## src/rtl/qr_seq_pkg.sv

```systemverilog
package qr_seq_pkg;

    typedef enum logic [1:0] {
        QS_BLANK = 2'd0,
        QS_WAIT  = 2'd1,
        QS_ON    = 2'd2
    } qr_phase_e;

    typedef struct packed {
        logic enable;
        logic demag_rise;
        logic cs_hi;
        logic cs_was_hi;
    } qr_evt_t;

    function automatic int span_width(input int a, input int b, input int c);
        int m;
        m = a;
        if (b > m) m = b;
        if (c > m) m = c;
        if (m < 1) m = 1;
        return $clog2(m + 1);
    endfunction

endpackage

```

## src/rtl/qr_edge_sync.sv

```systemverilog
module qr_edge_sync #(
    parameter int STAGES = 2
) (
    input  logic clk,
    input  logic rst,
    input  logic din,
    output logic rise
);
    logic [STAGES:0] sh;

    always_ff @(posedge clk) begin
        if (rst) sh <= '0;
        else     sh <= {sh[STAGES-1:0], din};
    end

    assign rise = sh[STAGES-1] & ~sh[STAGES];

    p_edge_pulse_r11: assert property (@(posedge clk) disable iff (rst)
        rise |=> !rise);
endmodule

```

## src/rtl/qr_span_timer.sv

```systemverilog
module qr_span_timer #(
    parameter int CNT_W = 8
) (
    input  logic             clk,
    input  logic             rst,
    input  logic             clr,
    input  logic [CNT_W-1:0] limit,
    output logic [CNT_W-1:0] cnt,
    output logic             at_limit
);
    assign at_limit = (cnt == limit);

    always_ff @(posedge clk) begin
        if (rst || clr)     cnt <= '0;
        else if (!at_limit) cnt <= cnt + 1'b1;
    end
endmodule

```

## src/rtl/qr_cycle_fsm.sv

```systemverilog
module qr_cycle_fsm
    import qr_seq_pkg::*;
#(
    parameter int CNT_W       = 8,
    parameter int MIN_OFF_CYC = 20,
    parameter int LEB_CYC     = 4,
    parameter int TIMEOUT_CYC = 12
) (
    input  logic             clk,
    input  logic             rst,
    input  qr_evt_t          evt,
    input  logic             at_limit,
    output qr_phase_e        phase,
    output logic             timer_clr,
    output logic [CNT_W-1:0] limit
);
    localparam logic [CNT_W-1:0] LIM_BLANK = CNT_W'(MIN_OFF_CYC - 1);
    localparam logic [CNT_W-1:0] LIM_WAIT  = CNT_W'(TIMEOUT_CYC - 1);
    localparam logic [CNT_W-1:0] LIM_ON    = CNT_W'(LEB_CYC);

    qr_phase_e nxt;

    always_comb begin
        nxt = phase;
        unique case (phase)
            QS_BLANK: if (at_limit) nxt = QS_WAIT;
            QS_WAIT:  if (!evt.cs_hi && (evt.demag_rise || at_limit || evt.cs_was_hi))
                          nxt = QS_ON;
            QS_ON:    if (at_limit && evt.cs_hi) nxt = QS_BLANK;
            default:  nxt = QS_BLANK;
        endcase
        if (!evt.enable) nxt = QS_BLANK;
    end

    always_comb begin
        timer_clr = (nxt != phase) || !evt.enable;
        unique case (phase)
            QS_WAIT: limit = LIM_WAIT;
            QS_ON:   limit = LIM_ON;
            default: limit = LIM_BLANK;
        endcase
    end

    always_ff @(posedge clk) begin
        if (rst) phase <= QS_BLANK;
        else     phase <= nxt;
    end

    // cycle counters used only by the properties below
    logic [31:0] off_len, on_len;
    always_ff @(posedge clk) begin
        if (rst) begin
            off_len <= '0;
            on_len  <= '0;
        end else begin
            off_len <= (phase == QS_ON) ? 32'd0 : off_len + 32'd1;
            on_len  <= (phase == QS_ON) ? on_len + 32'd1 : 32'd0;
        end
    end

    p_min_off_r5: assert property (@(posedge clk) disable iff (rst)
        $rose(phase == QS_ON) |-> off_len > MIN_OFF_CYC);
    p_leb_r3: assert property (@(posedge clk) disable iff (rst)
        ($fell(phase == QS_ON) && $past(evt.enable)) |-> on_len > LEB_CYC);
    p_skip_hold_r7: assert property (@(posedge clk) disable iff (rst)
        (phase == QS_WAIT && evt.cs_hi) |=> phase != QS_ON);
    p_force_off_r10: assert property (@(posedge clk) disable iff (rst)
        !evt.enable |=> phase == QS_BLANK);
endmodule

```

## src/rtl/qr_cycle_seq.sv

```systemverilog
module qr_cycle_seq
    import qr_seq_pkg::*;
#(
    parameter int MIN_OFF_CYC = 1600,
    parameter int LEB_CYC     = 68,
    parameter int TIMEOUT_CYC = 1000,
    parameter int SYNC_STAGES = 2
) (
    input  logic clk,
    input  logic rst,
    input  logic enable,
    input  logic demag_det,
    input  logic cs_trip,
    output logic gate_on,
    output logic offset_src_on
);
    localparam int CNT_W = span_width(MIN_OFF_CYC, LEB_CYC, TIMEOUT_CYC);

    logic             demag_rise;
    logic             cs_prev;
    qr_evt_t          evt;
    qr_phase_e        phase;
    logic             timer_clr;
    logic             at_limit;
    logic [CNT_W-1:0] limit;
    logic [CNT_W-1:0] cnt;

    qr_edge_sync #(.STAGES(SYNC_STAGES)) u_sync (
        .clk (clk),
        .rst (rst),
        .din (demag_det),
        .rise(demag_rise)
    );

    always_ff @(posedge clk) begin
        if (rst) cs_prev <= 1'b0;
        else     cs_prev <= cs_trip;
    end

    always_comb begin
        evt.enable     = enable;
        evt.demag_rise = demag_rise;
        evt.cs_hi      = cs_trip;
        evt.cs_was_hi  = cs_prev;
    end

    qr_cycle_fsm #(
        .CNT_W      (CNT_W),
        .MIN_OFF_CYC(MIN_OFF_CYC),
        .LEB_CYC    (LEB_CYC),
        .TIMEOUT_CYC(TIMEOUT_CYC)
    ) u_fsm (
        .clk      (clk),
        .rst      (rst),
        .evt      (evt),
        .at_limit (at_limit),
        .phase    (phase),
        .timer_clr(timer_clr),
        .limit    (limit)
    );

    qr_span_timer #(.CNT_W(CNT_W)) u_timer (
        .clk     (clk),
        .rst     (rst),
        .clr     (timer_clr),
        .limit   (limit),
        .cnt     (cnt),
        .at_limit(at_limit)
    );

    assign gate_on       = (phase == QS_ON) && enable;
    assign offset_src_on = enable && !gate_on;

    p_timer_clear_r10: assert property (@(posedge clk) disable iff (rst)
        !enable |=> cnt == '0);
    p_timeout_r6: assert property (@(posedge clk) disable iff (rst)
        (phase == QS_WAIT && at_limit && !cs_trip && enable) |=> phase == QS_ON);
endmodule

```

## config.mk

```make
export PLATFORM = sky130hd
export DESIGN_NAME = qr_cycle_seq
export DESIGN_NICKNAME = d
export VERILOG_FILES = /design/src/rtl/qr_seq_pkg.sv /design/src/rtl/qr_edge_sync.sv /design/src/rtl/qr_span_timer.sv /design/src/rtl/qr_cycle_fsm.sv /design/src/rtl/qr_cycle_seq.sv
export SDC_FILE = /design/constraint.sdc
export NUM_CORES = 1
export LEC_CHECK = 0
export BUFFER_PORTS_ARGS = -buffer_cell sky130_fd_sc_hd__buf_2
export CORE_ASPECT_RATIO = 0.75
export CORE_MARGIN = 4
export CORE_UTILIZATION = 45
export CTS_BUF_LIST = sky130_fd_sc_hd__clkbuf_4
export DETAILED_ROUTE_END_ITERATION = 16
export RECOVER_POWER = 100
export SYNTH_ARGS = -nofsm -noshare
export SYNTH_HDL_FRONTEND = slang
export SYNTH_SLANG_ARGS = --single-unit
```

## constraint.sdc

```tcl
create_clock -name clk -period 2.3 [get_ports clk]
set_clock_uncertainty 0.05 [all_clocks]
set_input_delay 0 -clock clk [delete_from_list [all_inputs] [get_ports clk]]
set_output_delay 0 -clock clk [all_outputs]
set_load 0.01 [all_outputs]
```

==> flow_metrics.env, run 1 <==
export IMPL_synth_cells=125
export IMPL_synthTopCellsByArea="dfxtp_1, ha_1, a211oi_1"
export IMPL_final_hold_viol_count=0
export IMPL_yosys_warnings=0
export IMPL_ys_flop_type="dfxtp_1"
export IMPL_pwr_density_cell_nw_per_um2=381
export IMPL_synth_enable_flop_cells=0
export IMPL_max_vdd_ir_drop_mv=0.304
export IMPL_overflow=0
export IMPL_io_pins=7
export IMPL_drive_gt1_share_pct=28.0
export IMPL_cts_root_buf="clkbuf_4"
export IMPL_fin_setup_tns_ns=0
export IMPL_drc=0
export IMPL_hold_start="enable"
export IMPL_gp_congestion=0.835
export IMPL_die_h_um=50.5
export IMPL_die_area_um2=3270
export IMPL_worst_slack_ns=0.128
export IMPL_async_reset_ff_share_pct=0
export IMPL_yosysTopAreaCell="dfxtp_1"
export IMPL_worst_slew_pin_slew_ns=0.359
export IMPL_hold_class="input port to flip-flop"
export IMPL_switching_share_pct=24.9
export IMPL_cts_tree="built"
export IMPL_p_clk_share_pct=34.0
export IMPL_timing_worst_setup_path_type="flip-flop to flip-flop"
export IMPL_intPower_uw=382
export IMPL_path_max_fanout=6
export IMPL_slew_headroom_pct=75.8
export IMPL_r2r_start="u_fsm.phase[1]$_SDFF_PP0_"
export IMPL_portBuffers=6
export IMPL_synthToLayoutAreaGrowth_pct=23.1
export IMPL_vias=974
export IMPL_power_frac_comb_pct=6.3
export IMPL_slowest_delay_ns=0.49
export IMPL_p_switching_uw=127
export IMPL_wire_per_inst_um=14.4
export IMPL_drt_wl_total_mm=2.55
export IMPL_num_nets_final=154
export IMPL_synthTopCellsByCount="dfxtp_1, nor2_1, inv_1"
export IMPL_antenna_found_initial=0
export IMPL_clkTransAtPathRegs_ns=0.12
export IMPL_worstSetupStartpoint="u_fsm.phase[1]$_SDFF_PP0_"
export IMPL_rows=15
export IMPL_grt_pass1_wl_mm=4.58
export IMPL_cp_required_ns=2.48
export IMPL_post_cts_buffers=0
export IMPL_dp_slack_ns=0.0895
export IMPL_cts_htree_levels=1
export IMPL_cap_violations=0
export IMPL_avgSynthCellArea_um2=8.68
export IMPL_core_area_um2=2290
export IMPL_dr_pass1_iters=4
export IMPL_stdcell_count=177
export IMPL_fmax_ghz=0.460
export IMPL_grt_pass1_vias=940
export IMPL_ant_nets=0
export IMPL_fillers=226
export IMPL_arrival_ns=2.35
export IMPL_sequentialPowerShare_pct=59.6
export IMPL_ys_seq_area_share_pct=31.4
export IMPL_syn_nets=135
export IMPL_synth_area_um2=1080
export IMPL_dp_hpwl_mm=1.90
export IMPL_numCtsBuffers=3
export IMPL_dp_cells=169
export IMPL_ys_ff_latch=17
export IMPL_startpoint_type="flip-flop"
export IMPL_fp_dieW_um=64.7
export IMPL_drtIter0Drc=54
export IMPL_start_util_pct=47.4
export IMPL_clock_path_buffers=2
export IMPL_crit_chain="inv_2, ha_4, and4bb_2, o22ai_4, nor3_4, or4_1, a211oi_2"
export IMPL_vias_per_cell=5.50
export IMPL_drv_slew=0
export IMPL_period_minus_slack_ns=2.17
export IMPL_synth_top_cell_area_share_pct=31.4
export IMPL_yosysMostFrequentCell="dfxtp_1"
export IMPL_multiInputGateArea_um2=752
export IMPL_fin_crit_sh_pct=94.5
export IMPL_outcome="complete, no violations"
export IMPL_grt_max_degree=12
export IMPL_diodes=0
export IMPL_regArea_um2=342
export IMPL_worstSetupEndpointType="flip-flop"
export IMPL_setup_viol=0
export IMPL_p_leak_uw=0.000473
export IMPL_grt_usage_pct=18.6
export IMPL_grt_setup_unrepaired="false"
export IMPL_critical_path_slowest_cell="or4_1"
export IMPL_clk_latency_ns=0.31
export IMPL_cts_sinks=17
export IMPL_synthDistinctLibCells=43
-- timing repair --
action / CTS / global route
gates resized for setup: 0 / 15
endpoints found under the setup margin: 0 / 12
endpoints found under the hold margin: 4 / 0
hold buffers: 4 / 0
-- power by group through the flow --
stage          clock network (uW)  registers, uW  logic, uW
5_1_grt                       189            304       36.8
6_report                      173            303       32.2
4_1_cts                       176            302       34.4
2_1_floorplan                   0            308       15.4
3_3_place_gp                    0            309       29.0
3_5_place_dp                    0            309       29.2
-- layout by cell type (no fill, tap or decap), drive strengths merged, types with 2 or more instances in the layout --
cell,netlist,layout
clkbuf,0,5
or3,3,3
o21ai,4,4
o22ai,3,3
nand2b,3,3
nand2,6,6
nor2b,5,5
nor3,7,7
and4bb,2,2
dfxtp,17,17
ha,5,5
nor2,11,11
nor4,3,3
or4,3,3
xnor2,4,4
buf,4,12
or2,2,2
nand3,3,3
dlygate4sd3,0,4
inv,8,8
a21oi,4,4
o31ai,4,4
a211oi,8,8
-- critical path, delay by kind of cell (launching register included) --
family	cells	cell delay, ns
AO/OA/AOI/OAI	2	0.49
adder cells (fa/ha/maj)	1	0.27
buffers and inverters	1	0.07
flip-flops	1	0.36
AND/OR/NAND/NOR	3	0.84
-- registers in the layout, indices dropped and copies added, names as in the netlist --
signal       cells
cs_prev          1
u_fsm.phase      2
u_sync.sh        3
u_timer.cnt     11
-- layout make-up --
type | count | share of cell area (%)
Multi-Input combinational cell | 96 | 56.3
Sequential cell | 17 | 25.6
Timing Repair Buffer | 18 | 10.4
Tap cell | 34 | 3.19
Inverter | 8 | 2.25
Clock buffer | 3 | 1.69
Clock inverter | 1 | 0.562
-- routing by layer --
| metal | wire length (um) | global-route usage, % | vias up | share of wire, % |
|---|---|---|---|---|
| li1 | - | - | 497 | - |
| met1 | 1340 | 27.3 | 460 | 53 |
| met2 | 1090 | 26.2 | 13 | 43 |
| met3 | 84 | 4.70 | 4 | 3.3 |
| met4 | 34 | 6.32 | 0 | 1.3 |
| met5 | 0 | 0 | - | 0 |
-- worst paths after layout --
path,slack [ns],endpoint,depth (start not counted)
worst max register to register,0.13,u_timer.cnt[10]$_SDFFE_PP0N_,7
worst min-delay path,0.07,u_fsm.phase[1]$_SDFF_PP0_,5
worst min register to register,0.41,u_sync.sh[1]$_SDFF_PP0_,1
worst max-delay path,0.13,u_timer.cnt[10]$_SDFFE_PP0N_,7
-- through the flow --
step | hold WS (ns) | power (uW) | util, % | cell area (um^2)
floorplan | 0.0167 | 324 | - | 1080
global placement | 0.165 | 338 | 53.1 | 1220
detailed placement | 0.167 | 338 | 53.1 | 1220
CTS | 0.0642 | 513 | 56.2 | 1290
global route | 0.109 | 530 | 58.3 | 1340
finish | 0.0662 | 508 | 58.3 | 1340
-- cells by family after synthesis --
family                   share of synthesized area (%)
AND/OR/NAND/NOR                                   31.3
AO/OA/AOI/OAI                                     22.4
flip-flops                                        31.4
buffers and inverters                             5.19
XOR/XNOR                                          4.04
adder cells (fa/ha/maj)                           5.77
No activity file was read; power rests on OpenSTA's default activity.
==> run 2: changes to the inputs <==
--- a/config.mk
+++ b/config.mk
@@ -12,6 +12,7 @@
 export CTS_BUF_LIST = sky130_fd_sc_hd__clkbuf_4
 export DETAILED_ROUTE_END_ITERATION = 16
 export RECOVER_POWER = 100
+export SETUP_SLACK_MARGIN = 0.15
 export SYNTH_ARGS = -nofsm -noshare
 export SYNTH_HDL_FRONTEND = slang
 export SYNTH_SLANG_ARGS = --single-unit
==> flow_metrics.env, run 2 (synthesized netlist as in run 1, its figures left out) <==
export IMPL_overflow=0
export IMPL_drt_wl_total_mm=2.64
export IMPL_arrival_ns=2.35
export IMPL_p_leak_uw=0.000486
export IMPL_vias_per_cell=5.62
export IMPL_fin_crit_sh_pct=94.0
export IMPL_fmax_ghz=0.462
export IMPL_hold_class="input port to flip-flop"
export IMPL_cts_tree="built"
export IMPL_sequentialPowerShare_pct=59.7
export IMPL_synthToLayoutAreaGrowth_pct=27.6
export IMPL_dp_slack_ns=0.0895
export IMPL_period_minus_slack_ns=2.16
export IMPL_portBuffers=6
export IMPL_diodes=0
export IMPL_wire_per_inst_um=14.8
export IMPL_fp_dieW_um=64.7
export IMPL_numCtsBuffers=3
export IMPL_final_cell_mix="dfxtp_1, nor2_1, a211oi_1"
export IMPL_io_pins=7
export IMPL_fin_setup_tns_ns=0
export IMPL_die_area_um2=3270
export IMPL_clkTransAtPathRegs_ns=0.11
export IMPL_final_common_cell="dfxtp_1"
export IMPL_slowest_delay_ns=0.36
export IMPL_grt_max_degree=12
export IMPL_grt_setup_unrepaired="true"
export IMPL_rows=15
export IMPL_vias=1000
export IMPL_max_vdd_ir_drop_mv=0.278
export IMPL_dp_hpwl_mm=1.90
export IMPL_drc=0
export IMPL_switching_share_pct=24.4
export IMPL_worst_slack_ns=0.137
export IMPL_cp_top_family="compound AO/OA/AOI/OAI gates"
export IMPL_num_nets_final=155
export IMPL_pwr_density_cell_nw_per_um2=367
export IMPL_reg_top3="u_timer.cnt: 11 flops, u_sync.sh: 3 flops, u_fsm.phase: 2 flops"
export IMPL_ant_nets=0
export IMPL_intPower_uw=384
export IMPL_drtIter0Drc=69
export IMPL_grt_pass1_wl_mm=4.70
export IMPL_cts_htree_levels=1
export IMPL_core_area_um2=2290
export IMPL_clk_latency_ns=0.31
export IMPL_path_max_fanout=11
export IMPL_antenna_found_initial=0
export IMPL_regMostFlops="u_timer.cnt"
export IMPL_timing_worst_setup_path_type="flip-flop to flip-flop"
export IMPL_start_util_pct=47.4
export IMPL_crit_chain="inv_2, ha_4, and4bb_2, o22ai_4, nor2_4, a211o_1, buf_12, nor4_4"
export IMPL_setup_viol=0
export IMPL_cts_root_buf="clkbuf_4"
export IMPL_dr_pass1_iters=4
export IMPL_power_frac_comb_pct=6.9
export IMPL_drive_gt1_share_pct=26.4
export IMPL_slew_headroom_pct=75.2
export IMPL_critical_path_slowest_cell="dfxtp_1"
export IMPL_cp_required_ns=2.48
export IMPL_p_switching_uw=124
export IMPL_cap_violations=0
export IMPL_startpoint_type="flip-flop"
export IMPL_grt_usage_pct=19.1
export IMPL_die_h_um=50.5
export IMPL_worstSetupEndpointType="flip-flop"
export IMPL_cts_sinks=17
export IMPL_final_hold_viol_count=0
export IMPL_outcome="complete, no violations"
export IMPL_clock_path_buffers=2
export IMPL_gp_congestion=0.835
export IMPL_largest_reg_flops=11
export IMPL_drv_slew=0
export IMPL_critPathBufInv=2
export IMPL_worst_slew_pin_slew_ns=0.367
export IMPL_p_clk_share_pct=33.4
export IMPL_grt_pass1_vias=971
## run 2: power groups by stage
stage	Clock, uW	Combinational [uW]	Sequential [uW]
after floorplan	0	15.4	308
after global placement	0	29.0	309
after detailed placement	0	29.2	309
after CTS	176	34.5	303
after global routing	189	39.6	304
final	170	34.8	303
## run 2: path summary, 6_finish.rpt
kind | cells after the start | slack [ns] | end | from
setup reg to reg | 8 | 0.14 | u_timer.cnt[2]$_SDFFE_PP0N_ | u_fsm.phase[1]$_SDFF_PP0_
hold reg to reg | 1 | 0.40 | u_sync.sh[1]$_SDFF_PP0_ | u_sync.sh[0]$_SDFF_PP0_
hold / removal | 4 | 0.09 | u_fsm.phase[1]$_SDFF_PP0_ | cs_trip
setup / recovery | 8 | 0.14 | u_timer.cnt[2]$_SDFFE_PP0N_ | u_fsm.phase[1]$_SDFF_PP0_
## run 2: metrics by stage
step | power [uW] | hold WS (ns) | cells | utilization (%) | area (um^2)
after floorplan | 324 | 0.0167 | 125 | - | 1080
after global placement | 338 | 0.165 | 169 | 53.1 | 1220
after detailed placement | 338 | 0.167 | 169 | 53.1 | 1220
after CTS | 513 | 0.0565 | 178 | 59.3 | 1360
after global routing | 532 | 0.133 | 178 | 60.4 | 1380
final | 508 | 0.0850 | 178 | 60.4 | 1380
## run 2: metal layers
metal	GRT usage, %	up-vias	part of all wire [%]
li1	-	501	-
met1	27.8	469	49
met2	27.2	25	44
met3	4.70	5	5.1
met4	6.32	0	1.3
met5	0	-	0
## run 2: tightest hold or removal path: cells and delay by family
family                 cells  cell delay (ns)
AOI/OAI and AO/OA          2             0.21
buffers and inverters      1             0.14
and+or+nand+nor            1             0.06
## run 2: area by class of cell
type / count / area [um^2]
inverters: 8 / 32.5
well taps: 34 / 42.5
clock buffers: 3 / 22.5
flip-flops and latches: 17 / 342
multi-input cells: 96 / 777
repair buffers: 19 / 160
clock inverters: 1 / 7.51
fillers: 225 / 906
## run 2: repair_timing
action                                  4_1_cts  5_1_grt
setup buffers                                 1        0
gates cloned                                  0        0
pin swaps                                     1        6
endpoints found under the hold margin         4        0
endpoints found under the setup margin       12       12
resized for setup                            13        7
hold buffers                                  4        0
==> run 3: changes to the inputs <==
--- a/config.mk
+++ b/config.mk
@@ -11,6 +11,7 @@
 export CORE_UTILIZATION = 45
 export CTS_BUF_LIST = sky130_fd_sc_hd__clkbuf_4
 export DETAILED_ROUTE_END_ITERATION = 16
+export PLACE_DENSITY = 0.68
 export RECOVER_POWER = 100
 export SETUP_SLACK_MARGIN = 0.15
 export SYNTH_ARGS = -nofsm -noshare
==> flow_metrics.env, run 3 (synthesized netlist as in run 1, its figures left out) <==
export IMPL_final_cell_mix="dfxtp_1, nor2_1, buf_4"
export IMPL_worstSetupStartpoint="u_fsm.phase[0]$_SDFF_PP0_"
export IMPL_synthToLayoutAreaGrowth_pct=31.0
export IMPL_num_nets_final=157
export IMPL_hold_start="cs_trip"
export IMPL_cp_top_family="simple AND/OR/NAND/NOR gates"
export IMPL_worst_slack_ns=0.0944
export IMPL_largest_reg_flops=11
export IMPL_fmax_ghz=0.453
export IMPL_vias_per_cell=5.80
export IMPL_fp_dieW_um=64.7
export IMPL_dr_pass1_iters=4
export IMPL_ff2ff_path_depth=7
export IMPL_cts_htree_levels=1
export IMPL_die_area_um2=3270
export IMPL_r2r_start="u_fsm.phase[0]$_SDFF_PP0_"
export IMPL_die_h_um=50.5
export IMPL_grt_usage_pct=18.2
export IMPL_critical_path_slowest_cell="or4_4"
export IMPL_drive_gt1_share_pct=33.6
export IMPL_reg_top3="u_timer.cnt: 11 flops, u_sync.sh: 3 flops, u_fsm.phase: 2 flops"
export IMPL_cap_violations=0
export IMPL_regArea_um2=343
export IMPL_cts_root_buf="clkbuf_4"
export IMPL_grt_setup_unrepaired="true"
export IMPL_hold_class="input port to flip-flop"
export IMPL_fin_setup_tns_ns=0
export IMPL_drtIter0Drc=46
export IMPL_drc=0
export IMPL_diodes=0
export IMPL_dp_cells=168
export IMPL_dp_hpwl_mm=1.86
export IMPL_critPathBufInv=1
export IMPL_whs_endpoint="u_fsm.phase[1]$_SDFF_PP0_"
export IMPL_path_max_fanout=6
export IMPL_fillers=199
export IMPL_ant_nets=0
export IMPL_period_minus_slack_ns=2.21
export IMPL_arrival_ns=2.37
export IMPL_stdcell_count=180
export IMPL_holdWs_ns=0.0826
export IMPL_setup_viol=0
export IMPL_drt_wl_total_mm=2.77
export IMPL_wire_per_inst_um=15.4
export IMPL_overflow=0
export IMPL_rows=15
export IMPL_clock_path_buffers=2
export IMPL_outcome="complete, no violations"
export IMPL_pwr_density_cell_nw_per_um2=361
export IMPL_cp_required_ns=2.47
export IMPL_fin_crit_sh_pct=95.9
export IMPL_vias=1044
export IMPL_worst_slew_pin_slew_ns=0.335
export IMPL_gp_congestion=0.856
export IMPL_hold_depth=4
export IMPL_numCtsBuffers=3
export IMPL_final_hold_viol_count=0
export IMPL_finalPower_uw=513
export IMPL_crit_chain="inv_2, ha_4, and4bb_2, o22ai_4, nor3_4, or4_4, a211oi_1"
export IMPL_slowest_delay_ns=0.48
export IMPL_slew_headroom_pct=77.5
export IMPL_start_util_pct=47.4
export IMPL_timing_worst_setup_path_type="flip-flop to flip-flop"
export IMPL_grt_max_degree=12
export IMPL_clk_latency_ns=0.30
export IMPL_max_vdd_ir_drop_mv=0.264
export IMPL_startpoint_type="flip-flop"
export IMPL_grt_pass1_wl_mm=4.64
export IMPL_core_area_um2=2290
export IMPL_worstReg2RegEnd="u_timer.cnt[10]$_SDFFE_PP0N_"
export IMPL_final_common_cell="dfxtp_1"
export IMPL_cts_tree="built"
export IMPL_antenna_found_initial=0
export IMPL_grt_pass1_vias=994
export IMPL_r2r_slack_ns=0.09
export IMPL_dp_slack_ns=0.0213
export IMPL_p_leak_uw=0.000504
export IMPL_io_pins=7
export IMPL_clkTransAtPathRegs_ns=0.11
export IMPL_drv_slew=0
export IMPL_cts_sinks=17
export IMPL_worstSetupEndpointType="flip-flop"
export IMPL_regMostFlops="u_timer.cnt"
export IMPL_portBuffers=6
export IMPL_multiInputGateArea_um2=797
==> run 3: what timing repair did <==
item,4_1_cts,5_1_grt
setup endpoints to repair,12,12
endpoints found under the hold margin,4,0
cloned,0,0
hold buffers,4,0
pin swaps,3,5
resized for setup,12,16
setup buffers,3,1
==> run 3: layer usage <==
metal | share of wire (%) | GRT usage (%) | wire length, um | vias to the layer above
li1 | - | - | - | 502
met1 | 46 | 24.6 | 1260 | 500
met2 | 47 | 29.6 | 1310 | 38
met3 | 6.3 | 4.92 | 175 | 4
met4 | 0.94 | 3.16 | 26 | 0
met5 | 0 | 0 | 0 | -
==> run 3: metrics by stage <==
step	utilization [%]	area (um^2)
after detailed placement	52.8	1210
after floorplan	-	1080
final	62.1	1420
after CTS	59.2	1360
after global placement	52.8	1210
after global routing	62.1	1420
==> run 3: worst max-delay path by stage <==
| stage | to | cells past startpoint |
|---|---|---|
| 3_5_place_dp | u_timer.cnt[4]$_SDFFE_PP0N_ | 8 |
| 3_3_place_gp | u_timer.cnt[4]$_SDFFE_PP0N_ | 8 |
| 5_1_grt | u_timer.cnt[1]$_SDFFE_PP0N_ | 8 |
| 2_1_floorplan | u_timer.cnt[4]$_SDFFE_PP0N_ | 8 |
| 4_1_cts | u_timer.cnt[10]$_SDFFE_PP0N_ | 7 |
| 6_report | u_timer.cnt[10]$_SDFFE_PP0N_ | 7 |
==> run 3: cell type report <==
type / count / share of cell area (%)
multi-input cells: 96 / 56.1
flip-flops and latches: 17 / 24.1
repair buffers: 21 / 12.4
well taps: 34 / 2.99
inverters: 8 / 2.29
clock buffers: 3 / 1.58
clock inverters: 1 / 0.528
==> run 3: worst register-to-register path: stages, from the launching register on <==
cell and delay [ns]:
dfxtp_2 0.36, inv_2 0.07, ha_4 0.27, and4bb_2 0.26
o22ai_4 0.30, nor3_4 0.10, or4_4 0.48, a211oi_1 0.24
==> run 3: where the power goes <==
part	total (uW)	switching, uW	internal [uW]
sequential	303	3.90	299
combinational	37.0	17.9	19.1
clock	173	107	66.2
